===== src/rtl/rtc_wsync_pkg.sv =====
package rtc_wsync_pkg;
  localparam int ST_CMPL_BIT   = 15;
  localparam int ST_PEND_BIT   = 14;
  localparam int CTRL_PREN_BIT = 0;
  localparam int CTRL_IE_BIT   = 1;
  localparam int ADDR_STATUS   = 0;
  localparam int SYNC_BASE     = 1;
endpackage


===== src/rtl/rtc_wsync_tick_sel.sv =====
module rtc_wsync_tick_sel (
  input  logic pren,
  input  logic tick_slow,
  input  logic tick_fast,
  output logic sync_tick
);
  // committed prescaler enable picks the commit strobe
  always_comb sync_tick = pren ? tick_slow : tick_fast;
endmodule


===== src/rtl/rtc_wsync_shadow.sv =====
module rtc_wsync_shadow #(
  parameter int DW = 32,
  parameter int IW = 2
) (
  input  logic          clk,
  input  logic          rst_n,
  input  logic          req,
  input  logic [IW-1:0] req_idx,
  input  logic [DW-1:0] req_data,
  input  logic          sync_tick,
  output logic          pending,
  output logic          commit,
  output logic [IW-1:0] shadow_idx,
  output logic [DW-1:0] shadow_data
);
  logic accept;

  // single slot: a request is only taken while the slot is empty
  always_comb begin
    accept = req && !pending;
    commit = pending && sync_tick;
  end

  always_ff @(posedge clk) begin
    if (!rst_n) begin
      pending     <= 1'b0;
      shadow_idx  <= '0;
      shadow_data <= '0;
    end else if (accept) begin
      pending     <= 1'b1;
      shadow_idx  <= req_idx;
      shadow_data <= req_data;
    end else if (commit) begin
      pending     <= 1'b0;
    end
  end
endmodule


===== src/rtl/rtc_wsync_bank.sv =====
module rtc_wsync_bank #(
  parameter int          DW       = 32,
  parameter int          NSYNC    = 3,
  parameter int          IW       = 2,
  parameter logic [31:0] CTRL_RST = 32'h1
) (
  input  logic                      clk,
  input  logic                      rst_n,
  input  logic                      commit,
  input  logic [IW-1:0]             idx,
  input  logic [DW-1:0]             data,
  output logic [NSYNC-1:0][DW-1:0]  regs_q
);
  for (genvar k = 0; k < NSYNC; k++) begin : g_reg
    localparam logic [DW-1:0] RST = (k == 0) ? DW'(CTRL_RST) : '0;
    always_ff @(posedge clk) begin
      if (!rst_n)
        regs_q[k] <= RST;
      else if (commit && idx == IW'(k))
        regs_q[k] <= data;
    end
  end
endmodule


===== src/rtl/rtc_wsync_status.sv =====
module rtc_wsync_status #(
  parameter int DW  = 32,
  parameter int NEV = 4
) (
  input  logic           clk,
  input  logic           rst_n,
  input  logic           commit,
  input  logic           clr_cmpl,
  input  logic [NEV-1:0] clr_ev,
  input  logic [NEV-1:0] evt_in,
  input  logic           pending,
  output logic           cmpl,
  output logic [DW-1:0]  status_word
);
  import rtc_wsync_pkg::*;

  logic [NEV-1:0] ev_q;

  always_ff @(posedge clk) begin
    if (!rst_n) begin
      cmpl <= 1'b0;
      ev_q <= '0;
    end else begin
      // set has priority over a same-cycle clear
      cmpl <= commit | (cmpl & ~clr_cmpl);
      ev_q <= evt_in | (ev_q & ~clr_ev);
    end
  end

  always_comb begin
    status_word              = '0;
    status_word[ST_CMPL_BIT] = cmpl;
    status_word[ST_PEND_BIT] = pending;
    status_word[NEV-1:0]     = ev_q;
  end
endmodule


===== src/rtl/rtc_wsync.sv =====
module rtc_wsync #(
  parameter int DW    = 32,
  parameter int AW    = 3,
  parameter int NSYNC = 3,
  parameter int NEV   = 4
) (
  input  logic           clk,
  input  logic           rst_n,
  input  logic           wr_en,
  input  logic [AW-1:0]  wr_addr,
  input  logic [DW-1:0]  wr_data,
  input  logic [AW-1:0]  rd_addr,
  output logic [DW-1:0]  rd_data,
  input  logic           tick_slow,
  input  logic           tick_fast,
  input  logic [NEV-1:0] evt_in,
  output logic           wc_irq
);
  import rtc_wsync_pkg::*;

  localparam int IW = (NSYNC > 1) ? $clog2(NSYNC) : 1;

  logic                     st_wr;
  logic                     sync_wr;
  logic [IW-1:0]            wr_idx;
  logic                     pend;
  logic                     commit;
  logic                     sync_tick;
  logic [IW-1:0]            shadow_idx;
  logic [DW-1:0]            shadow_data;
  logic [NSYNC-1:0][DW-1:0] regs_q;
  logic                     cmpl;
  logic                     ie;
  logic                     pren;
  logic                     clr_cmpl;
  logic [NEV-1:0]           clr_ev;
  logic [DW-1:0]            status_word;

  // address decode
  always_comb begin
    st_wr    = wr_en && (wr_addr == AW'(ADDR_STATUS));
    sync_wr  = wr_en && (wr_addr >= AW'(SYNC_BASE)) &&
               (wr_addr <= AW'(SYNC_BASE + NSYNC - 1));
    wr_idx   = IW'(wr_addr - AW'(SYNC_BASE));
    clr_cmpl = st_wr && wr_data[ST_CMPL_BIT];
    clr_ev   = st_wr ? wr_data[NEV-1:0] : '0;
    pren     = regs_q[0][CTRL_PREN_BIT];
    ie       = regs_q[0][CTRL_IE_BIT];
  end

  rtc_wsync_tick_sel u_tick (
    .pren      (pren),
    .tick_slow (tick_slow),
    .tick_fast (tick_fast),
    .sync_tick (sync_tick)
  );

  rtc_wsync_shadow #(.DW(DW), .IW(IW)) u_shadow (
    .clk         (clk),
    .rst_n       (rst_n),
    .req         (sync_wr),
    .req_idx     (wr_idx),
    .req_data    (wr_data),
    .sync_tick   (sync_tick),
    .pending     (pend),
    .commit      (commit),
    .shadow_idx  (shadow_idx),
    .shadow_data (shadow_data)
  );

  rtc_wsync_bank #(.DW(DW), .NSYNC(NSYNC), .IW(IW), .CTRL_RST(32'h1)) u_bank (
    .clk    (clk),
    .rst_n  (rst_n),
    .commit (commit),
    .idx    (shadow_idx),
    .data   (shadow_data),
    .regs_q (regs_q)
  );

  rtc_wsync_status #(.DW(DW), .NEV(NEV)) u_status (
    .clk         (clk),
    .rst_n       (rst_n),
    .commit      (commit),
    .clr_cmpl    (clr_cmpl),
    .clr_ev      (clr_ev),
    .evt_in      (evt_in),
    .pending     (pend),
    .cmpl        (cmpl),
    .status_word (status_word)
  );

  // read path returns committed state only
  always_comb begin
    rd_data = '0;
    if (rd_addr == AW'(ADDR_STATUS))
      rd_data = status_word;
    for (int k = 0; k < NSYNC; k++)
      if (rd_addr == AW'(SYNC_BASE + k))
        rd_data = regs_q[k];
  end

  always_comb wc_irq = cmpl && ie;
endmodule


===== config.mk =====
export PLATFORM = sky130hd
export DESIGN_NAME = rtc_wsync
export DESIGN_NICKNAME = d
export VERILOG_FILES = /design/src/rtl/rtc_wsync_pkg.sv /design/src/rtl/rtc_wsync_tick_sel.sv /design/src/rtl/rtc_wsync_shadow.sv /design/src/rtl/rtc_wsync_bank.sv /design/src/rtl/rtc_wsync_status.sv /design/src/rtl/rtc_wsync.sv
export SDC_FILE = /design/constraint.sdc
export NUM_CORES = 1
export LEC_CHECK = 0
export ABC_AREA = 0
export BUFFER_PORTS_ARGS = -buffer_cell sky130_fd_sc_hd__buf_2
export CORE_UTILIZATION = 45
export CTS_CLUSTER_DIAMETER = 30
export CTS_CLUSTER_SIZE = 14
export DETAILED_ROUTE_END_ITERATION = 8
export PLACE_DENSITY = 0.72
export SETUP_SLACK_MARGIN = 0.05
export SLEW_MARGIN = 0
export SYNTH_ARGS = -nofsm -noshare
export SYNTH_HDL_FRONTEND = slang
export SYNTH_SLANG_ARGS = --single-unit

===== constraint.sdc =====
create_clock -name clk -period 3.4 [get_ports clk]
set_clock_uncertainty 0.05 [all_clocks]
set_input_delay 0.51 -clock clk [delete_from_list [all_inputs] [get_ports clk]]
set_output_delay 0.51 -clock clk [all_outputs]
set_load 0.01 [all_outputs]

# Word level (Yosys, flattened, before mapping)
# Cells that the tools add are included.
# word_totals
register_bits	136
input_bits	47
output_inout_bits	33
word_cells	45
# op_classes
addsub	1
magnitude_cmp	2
n_eq_ne	5
n_mux	8
n_bitwise	6
reduce_logical	15
# ops
operator	n
32-bit 2-to-1 mux	3
16-bit 2-to-1 mux	1
1-bit logical AND	10
3-bit by 2-bit equality test with 1-bit output, second input constant	2
3-bit logical NOT	2
4-bit bitwise AND	1
4-bit 2-to-1 mux	1
4-bit inverter	1
4-bit bitwise OR	1
3-bit by 1-bit equality test with 1-bit output, second input constant	1
3-bit by 1-bit greater-or-equal comparator with 1-bit output, second input constant	1
3-bit by 2-bit <= comparator with 1-bit output, second input constant	1
1-bit 2-to-1 mux	3
2-bit by 1-bit equality test with 1-bit output, second input constant	1
2-bit equality test, second input constant	1
2-bit logical NOT	1
2-bit nonzero test	1
2-bit by 1-bit subtractor with 2-bit output, second input constant	1
1-bit bitwise AND	1
1-bit logical NOT	1
1-bit inverter	1
1-bit bitwise OR	1

# Longest topological paths before layout
# Gate-level depths: netlist (run 1).
# logic_depth
word_depth	6
mapped_depth	7
depth_no_buf	5

# By module
# A second synthesis (run 1) with hierarchy kept.
# hier_totals
hier_cells	676
area_unflattened_um2	6686.4
# modules_own_cells
module	n_inst	cells_each	area_each_um2	seq_area_each_um2
rtc_wsync_bank	1	350	3683.5	1921.8
rtc_wsync_shadow	1	153	1447.6	700.7
rtc_wsync	1	128	1119.8	0.0
rtc_wsync_status	1	44	420.4	100.1
rtc_wsync_tick_sel	1	1	15.0	0.0

# Worst setup path after synthesis (run 1)
# No wires, ideal clock.
# synth_timing
kind	input port to output port
start	input rd_addr[1]
end	output rd_data[15]
arrival_ps	1541
t_required_ps	2840
slack_ps	1299
cell_stages	4
n_path_buf	2
cell_sequence	buf_2 > buf_2 > mux4_2 > nor2b_1
# synth_via
elab_chain_len	5
# synth_rtl
item	line_no	source
from (decl)	rtc_wsync.sv:12	input logic [AW-1:0] rd_addr,
3-bit logical NOT	rtc_wsync.sv:95	if (rd_addr == AW'(ADDR_STATUS))
16-bit 2-to-1 mux	rtc_wsync.sv:95	
32-bit 2-to-1 mux (2 in a row)	rtc_wsync.sv:98	if (rd_addr == AW'(SYNC_BASE + k))
32-bit 2-to-1 mux *	rtc_wsync.sv:98	
to (decl)	rtc_wsync.sv:13	output logic [DW-1:0] rd_data,
# Every way passes the cells marked *; elsewhere a longest branch is shown, timed or not.

# Worst setup path after layout (run 1)
# layout_timing
start	input rd_addr[1]
end	output rd_data[24]
# layout_via
elab_chain_len	4
# layout_rtl
item	line_no
3-bit by 1-bit equality test with 1-bit output	rtc_wsync.sv:98
32-bit 2-to-1 mux (2 in a row)	rtc_wsync.sv:98
32-bit 2-to-1 mux *	rtc_wsync.sv:98
# Marks and branches as above.

==> results of run 1 <==
-- layout make-up --
class / count / area (um2)
multi-input cells: 479 / 3240
inverters: 2 / 7.51
clock buffers: 24 / 482
flip-flops and latches: 136 / 2720
clock inverters: 4 / 70.1
fillers: 1270 / 6610
well taps: 180 / 225
repair buffers: 89 / 473
-- per-stage QoR --
stage          util (%)  cell area [um2]  hold WS (ps)  setup WS, ps
6_report           52.2             7220           248           484
3_5_place_dp       48.2             6670           402           518
5_1_grt            52.2             7220           249           308
4_1_cts            52.2             7220           244           411
3_3_place_gp       48.2             6670           392           565
2_1_floorplan         -             6340           384          1300
-- where the power goes --
part | leakage [uW] | switching (uW) | internal, uW
combinational | 0.00174 | 163 | 90.0
clock | 0.000272 | 631 | 1120
sequential | 0.00110 | 22.1 | 1620
total | 0.00311 | 816 | 2830
-- final timing paths --
kind | startpoint | to | slack (ps)
worst max register to register | u_bank.regs_q[0]$_SDFFE_PN1P_ | u_bank.regs_q[45]$_SDFFE_PN0P_ | 770
worst max-delay path | rd_addr[1] | rd_data[24] | 480
worst min-delay path | evt_in[1] | u_status.ev_q[1]$_SDFF_PN0_ | 250
worst min register to register | u_bank.regs_q[35]$_SDFFE_PN0P_ | u_bank.regs_q[35]$_SDFFE_PN0P_ | 410
-- logic make-up (layout without fill, tap and decap cells) --
logic type / after synthesis / count (layout) / share of synthesized area, %
buffers and inverters: 70 / 119 / 6.38
flip-flops: 136 / 136 / 43.0
adder cells (fa/ha/maj): 3 / 3 / 0.592
AND/OR/NAND/NOR: 209 / 209 / 15.2
multiplexers: 99 / 99 / 17.5
AO/OA/AOI/OAI: 168 / 168 / 17.4
-- state kept, by name, summed over array words and instances (netlist names) --
| signal | cells |
|---|---|
| u_status.ev_q | 4 |
| u_bank.regs_q | 96 |
| u_shadow.shadow_data | 32 |
| u_shadow.shadow_idx | 2 |
| u_status.cmpl | 1 |
| u_shadow.pending | 1 |
-- per-layer routing --
layer | vias up | part of all wire, % | wire length (um) | global-route usage, %
met5 | - | 0 | 0 | 0
met4 | 0 | 2.1 | 334 | 10.3
met3 | 32 | 5.2 | 821 | 4.25
met2 | 167 | 50 | 7900 | 38.6
met1 | 2537 | 43 | 6840 | 28.0
li1 | 2486 | - | - | -
-- cells in the final DEF (no fill, tap or decap), types with 2 or more instances in the layout --
master / netlist / layout
bufinv_16: 0 / 2
dfxtp_1: 136 / 136
mux2i_1: 66 / 65
clkinv_2: 0 / 2
clkbuf_16: 0 / 17
nor2_1: 26 / 26
nand2b_1: 2 / 2
nor2b_1: 7 / 6
ha_1: 3 / 3
clkbuf_1: 27 / 4
nand2_1: 99 / 99
nand3_1: 65 / 65
a21boi_1: 44 / 44
mux2_2: 26 / 26
buf_4: 6 / 11
a22oi_1: 26 / 26
o21ai_0: 65 / 65
inv_1: 2 / 2
mux4_2: 5 / 5
clkbuf_8: 0 / 3
nor3b_4: 1 / 2
a21boi_0: 25 / 25
o21a_1: 4 / 4
buf_2: 21 / 78
==> results.md, run 1 <==
* Synth Warn # at 0
* Area Growth Syn to Fin at 13.9%
* Fin. Hold Viols at 0
* FMAX at 343 MHz
* Slowest CP cell: nor2b_2
* Status: completed
* Non-filler cells, final at 914
* Cell-by-cell trace of the critical path: buf_2, nor2b_2, a22oi_1, nor2_1, buf_2
* Worst skew pair latency at 420 ps
* RSZ-0062 raised after global routing: no
* Post-CTS sizing at 0
* GRT Util Overall at 22.8%
* Syn_area_per_cell at 9.25 um2
* CP max FO at 26
* Worst VDD drop at 344 uV
* Tot Pwr at 3640 uW
* Critical path depth at 5
* Min Tclk post-route at 2920 ps
* Top-area cell type share of the netlist area at 43.0%
* LEAKAGE at 0.00311 uW
* Placer Congestion at 0.787
* I/O Buffers at 79
* Wire per inst at 17.4 um
* Pins Over Slew Limit at 0
* Setup CP Type: in2out
* #FFs+latches synth at 136
* Post-Syn Area at 0.00634 mm2
* Starting Density at 45.8%
* Max_slew headroom at 18.7%
* Die Ht at 121 um
* CTS Buf Count at 17
* Clock root cell: clkbuf_16
* Power per cell area at 505 mW/mm2
* DP Wirelength at 9290 um
* Worst path arrival time at 2360 ps
* Req. time, crit path at 2840 ps
* Async set-or-reset flop fraction in the synthesized netlist at 0%
* Top_reg_cell synth: dfxtp_1
* Cells on worst reg2reg path at 3
* Post-layout nets at 775
* CP startpoint kind: input port
* Critical Path End Type: output port
* Post-DR vias/cell at 5.71
* Max stage delay on crit path at 980 ps
* Die ar. at 0.0146 mm2
* Post-synth EDFFs at 0
* DRC Markers at 0
* # rows at 43
* Post-CTS setup buffer count at 0
* Final setup fails at 0
* Inst Count DP at 886
* TritonCTS clock tree: built
* Die Wd at 121 um
* Max Cap Viol at 0
* Synthesized net count at 735
* Top cells by area, synth: dfxtp_1 43%, mux2i_1 10%, nand2_1 5.9%, a21boi_1 5.2%, nand3_1 5.1%
* Cell mode on critical path: buf_2
* Vias post-DR at 5222
* Post-CTS Hold Fix Bufs at 0
* Worst Hold Class: in2reg
* Core ar. at 0.0138 mm2
* CP delay by family, top: simple AND/OR/NAND/NOR gates
* Area leader, netlist: dfxtp_1
* Gate Count Post-Synth at 685
* Clock Sinks at 136
* Clk slew on worst S/H paths at 50 ps
* Number of global-route vias before repair at 5127
* Post-synthesis sequential area ratio at 43.0%
* Total gr overflow at 0
* Largest net degree at the start of global routing at 76
* Yosys cell types at 39
* CTS max path bufs at 2
* Crit share post-route at 85.8%
* Hold path cells at 2
* Tightest Pin Transition at 1210 ps
* Routed Wire Length at 15900 um
* Final setup TNS at 0 ps
* IO Pins at 80
* Initial antenna violation count at 0
* Final ANT Viol Nets at 0
* Layout cell share with drive strength beyond 1 at 21.1%
* First-pass DRT Iterations at 5
* Sum of buffers and inverters on the critical path at 2
* N_diodes at 0
* Most common cell in the netlist: dfxtp_1
* H-tree levels at 4
* DRT iter0 DRCs at 457
* Synth cell count leaders: 136 x dfxtp_1, 99 x nand2_1, 66 x mux2i_1, 65 x nand3_1, 65 x o21ai_0
* Global-route wire length before repair at 25600 um
Note: power is estimated with default switching activity, not from simulation.
==> run 2: changes to the inputs <==
Settings changed: GPL_ROUTABILITY_DRIVEN from default to 1, PLACE_DENSITY 0.72 to 0.74.
==> run 2 against run 1 <==
Against the previous run: final area is 1.8% higher; critical path depth increased by 1; worst hold slack improved by 10 ps; maximum frequency increased by 11%; combinational power is essentially flat; first-iteration DRC count decreased by 23%; non-clock buffer count grew 1; via count shrank 2.2%; global-route usage decreased by 0.58 points; register-to-register slack improved by 410 ps; critical endpoint is now rd_data[30]; largest cell class unchanged; highest routed layer unchanged.
==> results.md, run 2 (synthesis gave the netlist of run 1 again) <==
* Hold path cells at 2
* # rows at 43
* Hold slack at 259 ps
* Post-layout nets at 776
* Crit share post-route at 77.4%
* Total gr overflow at 0
* Worst hold path endpoint: u_status.ev_q[3]$_SDFF_PN0_
* Post-CTS sizing at 0
* Pins Over Slew Limit at 0
* Setup Slack @ Placement at 819 ps
* Top flop regs: u_bank.regs_q x96, u_shadow.shadow_data x32, u_status.ev_q x4
* Clk slew on worst S/H paths at 60 ps
* Worst skew pair latency at 410 ps
* Number of global-route vias before repair at 4922
* DP Wirelength at 9210 um
* Post-DR vias/cell at 5.56
* Critical Path End Type: output port
* Req. time, crit path at 2840 ps
* Tot Pwr at 3840 uW
* Clock root cell: clkbuf_16
* Gr busiest metal: met2
* Hold_sp: evt_in[3]
* FMAX at 380 MHz
* Final ANT Viol Nets at 0
* LEAKAGE at 0.00317 uW
* Routed Wire Length at 15600 um
* Final WS setup at 768 ps
* Global-route wire length before repair at 25000 um
* Vias post-DR at 5106
* Sw Share at 22.0%
* Post-CTS setup buffer count at 0
* CTS max path bufs at 2
* CP startpoint kind: input port
* IO Pins at 80
* Layout cell share with drive strength beyond 1 at 21.8%
* H-tree levels at 4
* Core ar. at 0.0138 mm2
* GRT Util Overall at 22.2%
* Clock Power Share at 50.6%
* Met3 GRT Util at 4.67%
* DRT iter0 DRCs at 351
* Fin. Hold Viols at 0
* R2r startpoint: u_bank.regs_q[0]$_SDFFE_PN1P_
* Post-CTS Hold Fix Bufs at 0
* Worst VDD drop at 478 uV
* Met1 track demand over resource at 28.5%
* Tightest Pin Transition at 766 ps
* GR Util met2 at 37.1%
* Area Growth Syn to Fin at 16.0%
* Comb pwr share at 6.6%
* Sw power at 846 uW
* Power per cell area at 522 mW/mm2
* Register-to-register setup slack at 1180 ps
* TritonCTS clock tree: built
* CP max FO at 15
* Die Ht at 121 um
* Fin util at 53.2%
* I/O Buffers at 79
* Most common cell after layout, fill and taps aside: dfxtp_1
* Max reg flops at 96
* First-pass DRT Iterations at 5
* Starting Density at 45.8%
* Final setup TNS at 0 ps
* Cells on worst reg2reg path at 4
* Min Tclk post-route at 2630 ps
* Die ar. at 0.0146 mm2
* Largest net degree at the start of global routing at 79
* Most frequent cells in the layout: 136 x dfxtp_1, 99 x nand2_1, 78 x buf_2
* Clock Sinks at 136
* Worst Hold Class: in2reg
* Flop pwr share at 42.8%
* Placer Congestion at 0.745
* CTS Buf Count at 17
* Max Cap Viol at 0
* Worst path arrival time at 2070 ps
* Reg2Reg Capture Point: u_bank.regs_q[43]$_SDFFE_PN0P_
* Max_slew headroom at 48.9%
* Die Wd at 121 um
* Largest reg by FF count: u_bank.regs_q
* Initial antenna violation count at 0
* N_diodes at 0
* RSZ-0062 raised after global routing: no
* Setup CP Type: in2out
* Final setup fails at 0
* Status: completed
* DRC Markers at 0
* Wire per inst at 17.0 um
* Int Power at 2990 uW
run 2: changes by cell type in the layout (fill, tap and decap cells not counted), sizes merged:
| cell | change |
|---|---|
| buf | +1 |
| bufinv | +2 |
| clkbuf | -1 |
| clkinv | +3 |
run 2: final cells by class:
type / instances / area [um2]
Tap cell: 180 / 225
Timing Repair Buffer: 90 / 531
Sequential cell: 136 / 2720
Inverter: 2 / 7.51
Multi-Input combinational cell: 479 / 3240
Fill cell: 1231 / 6480
Clock buffer: 23 / 478
Clock inverter: 9 / 145
run 2: layer usage:
| metal | vias up | wire length, um |
|---|---|---|
| met1 | 2454 | 7180 |
| met5 | - | 0 |
| met4 | 0 | 269 |
| met3 | 19 | 703 |
| li1 | 2490 | - |
| met2 | 143 | 7470 |
run 2: how the worst max path moves through the flow:
stage	start	to	slack (ps)	cells past startpoint
after floorplan	rd_addr[1]	rd_data[15]	1300	4
after global placement	rd_addr[0]	rd_data[30]	840	6
after detailed placement	rd_addr[0]	rd_data[30]	820	6
after CTS	rd_addr[0]	rd_data[30]	760	6
after global routing	rd_addr[0]	rd_data[23]	670	6
final	rd_addr[0]	rd_data[30]	770	6
run 2: critical path, stage by stage:
cell	delay (ps)
buf_2	310
nor2b_2	650
buf_12	240
a22oi_1	100
nor2_1	110
buf_2	140
run 2: metrics by stage:
stage / cells / cell area, um2
after floorplan: 685 / 6340
after CTS: 919 / 7350
after global placement: 887 / 6730
after global routing: 919 / 7350
after detailed placement: 887 / 6730
final: 919 / 7350
run 2: power groups by stage:
stage	Clock, uW	Combinational (uW)	Sequential [uW]
3_3_place_gp	0	253	1680
6_report	1940	255	1640
4_1_cts	1960	256	1640
2_1_floorplan	0	187	1670
5_1_grt	2040	276	1640
3_5_place_dp	0	254	1680
==> run 3: changes to the inputs <==
Settings changed: ABC_AREA 0 to 1, PLACE_DENSITY 0.74 to 0.76.
Clock period 3.4 ns to 2.25 ns, I/O delays scaled along.
==> run 3 against run 2 <==
Against the previous run: final area is 2.3% higher; synthesized cell count is 38% higher; sequential share of layout area is 0.82 points lower; synthesized area is 0.63% lower; clock power is 44% higher; worst hold slack worse by 160 ps; first-iteration DRC count is 79% higher; non-clock buffer count is 15 higher; combinational power is 93% higher; critical endpoint is now rd_data[14].
==> results.md, run 3 <==
* Status: completed
* Final setup TNS at 0 ps
* H-tree levels at 4
* Post-synth EDFFs at 0
* Largest reg by FF count: u_bank.regs_q
* #FFs+latches synth at 136
* Post-synthesis sequential area ratio at 43.2%
* Die Wd at 120 um
* Total gr overflow at 0
* Fin util at 55.9%
* Top-area cell type share of the netlist area at 43.2%
* CTS Buf Count at 17
* Die Ht at 120 um
* Setup CP Type: reg2out
* Starting Density at 46.8%
* Hold path cells at 3
* IO Pins at 80
* Final ANT Viol Nets at 0
* FMAX at 522 MHz
* Non-filler cells, final at 1187
* CTS max path bufs at 2
* GRT Util Overall at 25.1%
* Gate Count Post-Synth at 943
* Number of global-route vias before repair at 5843
* Area leader, netlist: dfxtp_1
* Yosys cell types at 18
* Most common cell after layout, fill and taps aside: nand2_1
* Post-DR vias/cell at 5.17
* Most common cell in the netlist: nand2_1
* Top flop regs: u_bank.regs_q x96, u_shadow.shadow_data x32, u_status.ev_q x4
* Clk slew on worst S/H paths at 60 ps
* Area Growth Syn to Fin at 19.4%
* R2r startpoint: u_bank.regs_q[0]$_SDFFE_PN1P_
* Reg2Reg Capture Point: u_bank.regs_q[37]$_SDFFE_PN0P_
* Pins Over Slew Limit at 0
* Routed Wire Length at 16800 um
* Tightest Pin Transition at 565 ps
* Post-layout nets at 1048
* DRT iter0 DRCs at 627
* Synthesized net count at 993
* Clock Sinks at 136
* Worst Hold Class: in2reg
* Async set-or-reset flop fraction in the synthesized netlist at 0%
* RSZ-0062 raised after global routing: no
* Post-Syn Area at 0.00630 mm2
* Max Cap Viol at 0
* Crit share post-route at 85.1%
* Post-CTS sizing at 0
* Die ar. at 0.0145 mm2
* Min Tclk post-route at 1920 ps
* Max_slew headroom at 62.4%
* Post-CTS setup buffer count at 0
* Worst VDD drop at 505 uV
* Most frequent cells in the layout: 273 x nand2_1, 137 x inv_1, 135 x dfxtp_1, 110 x nand4_1, 87 x nor2_1
* Largest net degree at the start of global routing at 44
* Global-route wire length before repair at 28600 um
* Hold_sp: evt_in[3]
* Top_reg_cell synth: dfxtp_1
* Final setup fails at 0
* Fin. Hold Viols at 0
* Core ar. at 0.0135 mm2
* Max reg flops at 96
* Hold slack at 95.5 ps
* Worst skew pair latency at 420 ps
* Worst hold path endpoint: u_status.ev_q[3]$_SDFF_PN0_
* Clock root cell: clkbuf_16
* DRC Markers at 0
* N_diodes at 0
* Inst Count DP at 1155
* I/O Buffers at 79
* Req. time, crit path at 1860 ps
* Synth Warn # at 0
* Layout cell share with drive strength beyond 1 at 14.7%
* First-pass DRT Iterations at 5
* Initial antenna violation count at 0
* Post-CTS Hold Fix Bufs at 0
* Vias post-DR at 6134
* Placer Congestion at 0.801
* CP max FO at 23
* Power per cell area at 773 mW/mm2
* Top cells by area, synth: dfxtp_1 43%, nand2_1 16%, nand4_1 11%, inv_1 8.2%, a21oi_1 6.0%
* Critical Path End Type: output port
* TritonCTS clock tree: built
* Register-to-register setup slack at 570 ps
* CP startpoint kind: register
* LEAKAGE at 0.00345 uW
* # rows at 42
* Cells on worst reg2reg path at 6
* DP Wirelength at 10500 um
* Wire per inst at 14.2 um
* Worst path arrival time at 1530 ps
* Syn_area_per_cell at 6.68 um2
* Synth cell count leaders: 274 x nand2_1, 138 x inv_1, 136 x dfxtp_1, 110 x nand4_1, 89 x nor2_1
## run 3: changes by cell type after synthesis, moves of 58 or more
cell,change
nor2_1,+63
mux2i_1,-66
nand3_1,-58
a21oi_1,+74
inv_1,+136
nand2_1,+175
nand4_1,+110
o21ai_0,-60
## run 3: worst max-delay path by stage
| stage | from | endpoint | slack [ps] |
|---|---|---|---|
| detailed placement | rd_addr[2] | rd_data[12] | 330 |
| floorplan | rd_addr[2] | rd_data[10] | 560 |
| CTS | rd_addr[2] | rd_data[12] | 320 |
| finish | u_shadow.pending$_SDFFE_PN0P_ | rd_data[14] | 330 |
| global placement | rd_addr[2] | rd_data[25] | 360 |
| global route | rd_addr[2] | rd_data[12] | 160 |
## run 3: power by group
group	internal (uW)	switching [uW]	leakage (uW)	total [uW]
clock network	1770	1020	0.000289	2790
registers	2470	61.6	0.00110	2530
logic	153	340	0.00206	493
total	4390	1420	0.00345	5810
## run 3: cells by family (layout without fill, tap and decap cells)
| family | after synthesis | count (layout) | synth area share (%) |
|---|---|---|---|
| adder cells (fa/ha/maj) | 3 | 3 | 0.596 |
| AO/OA/AOI/OAI | 106 | 106 | 9.46 |
| flip-flops | 136 | 136 | 43.2 |
| buffers and inverters | 211 | 279 | 12.9 |
| AND/OR/NAND/NOR | 487 | 487 | 33.8 |
## run 3: worst max-delay path: stages (launching register included)
cell and delay [ps]:
dfxtp_2 430, buf_4 310, nand2_1 90, nand4_1 110, buf_2 150
## run 3: through the flow
step | cell area [um2] | total power, uW | worst slack, ps
2_1_floorplan | 6300 | 2880 | 560
3_3_place_gp | 6920 | 3060 | 364
3_5_place_dp | 6920 | 3060 | 326
4_1_cts | 7520 | 5830 | 324
5_1_grt | 7520 | 6010 | 159
6_report | 7520 | 5810 | 334
## run 3: routing by layer
metal  wire length, um  track usage, %
met1              7590            32.7
met2              7710            40.5
met3              1080            5.24
met4               429            9.80
met5                 0               0
## run 3: cell type report
type                    count  area [um2]
multi-input cells         596        2780
clock inverters             7        90.1
well taps                 176         220
fillers                  1318        5930
clock buffers              25         505
repair buffers            105         666
flip-flops and latches    136        2720
inverters                 142         533
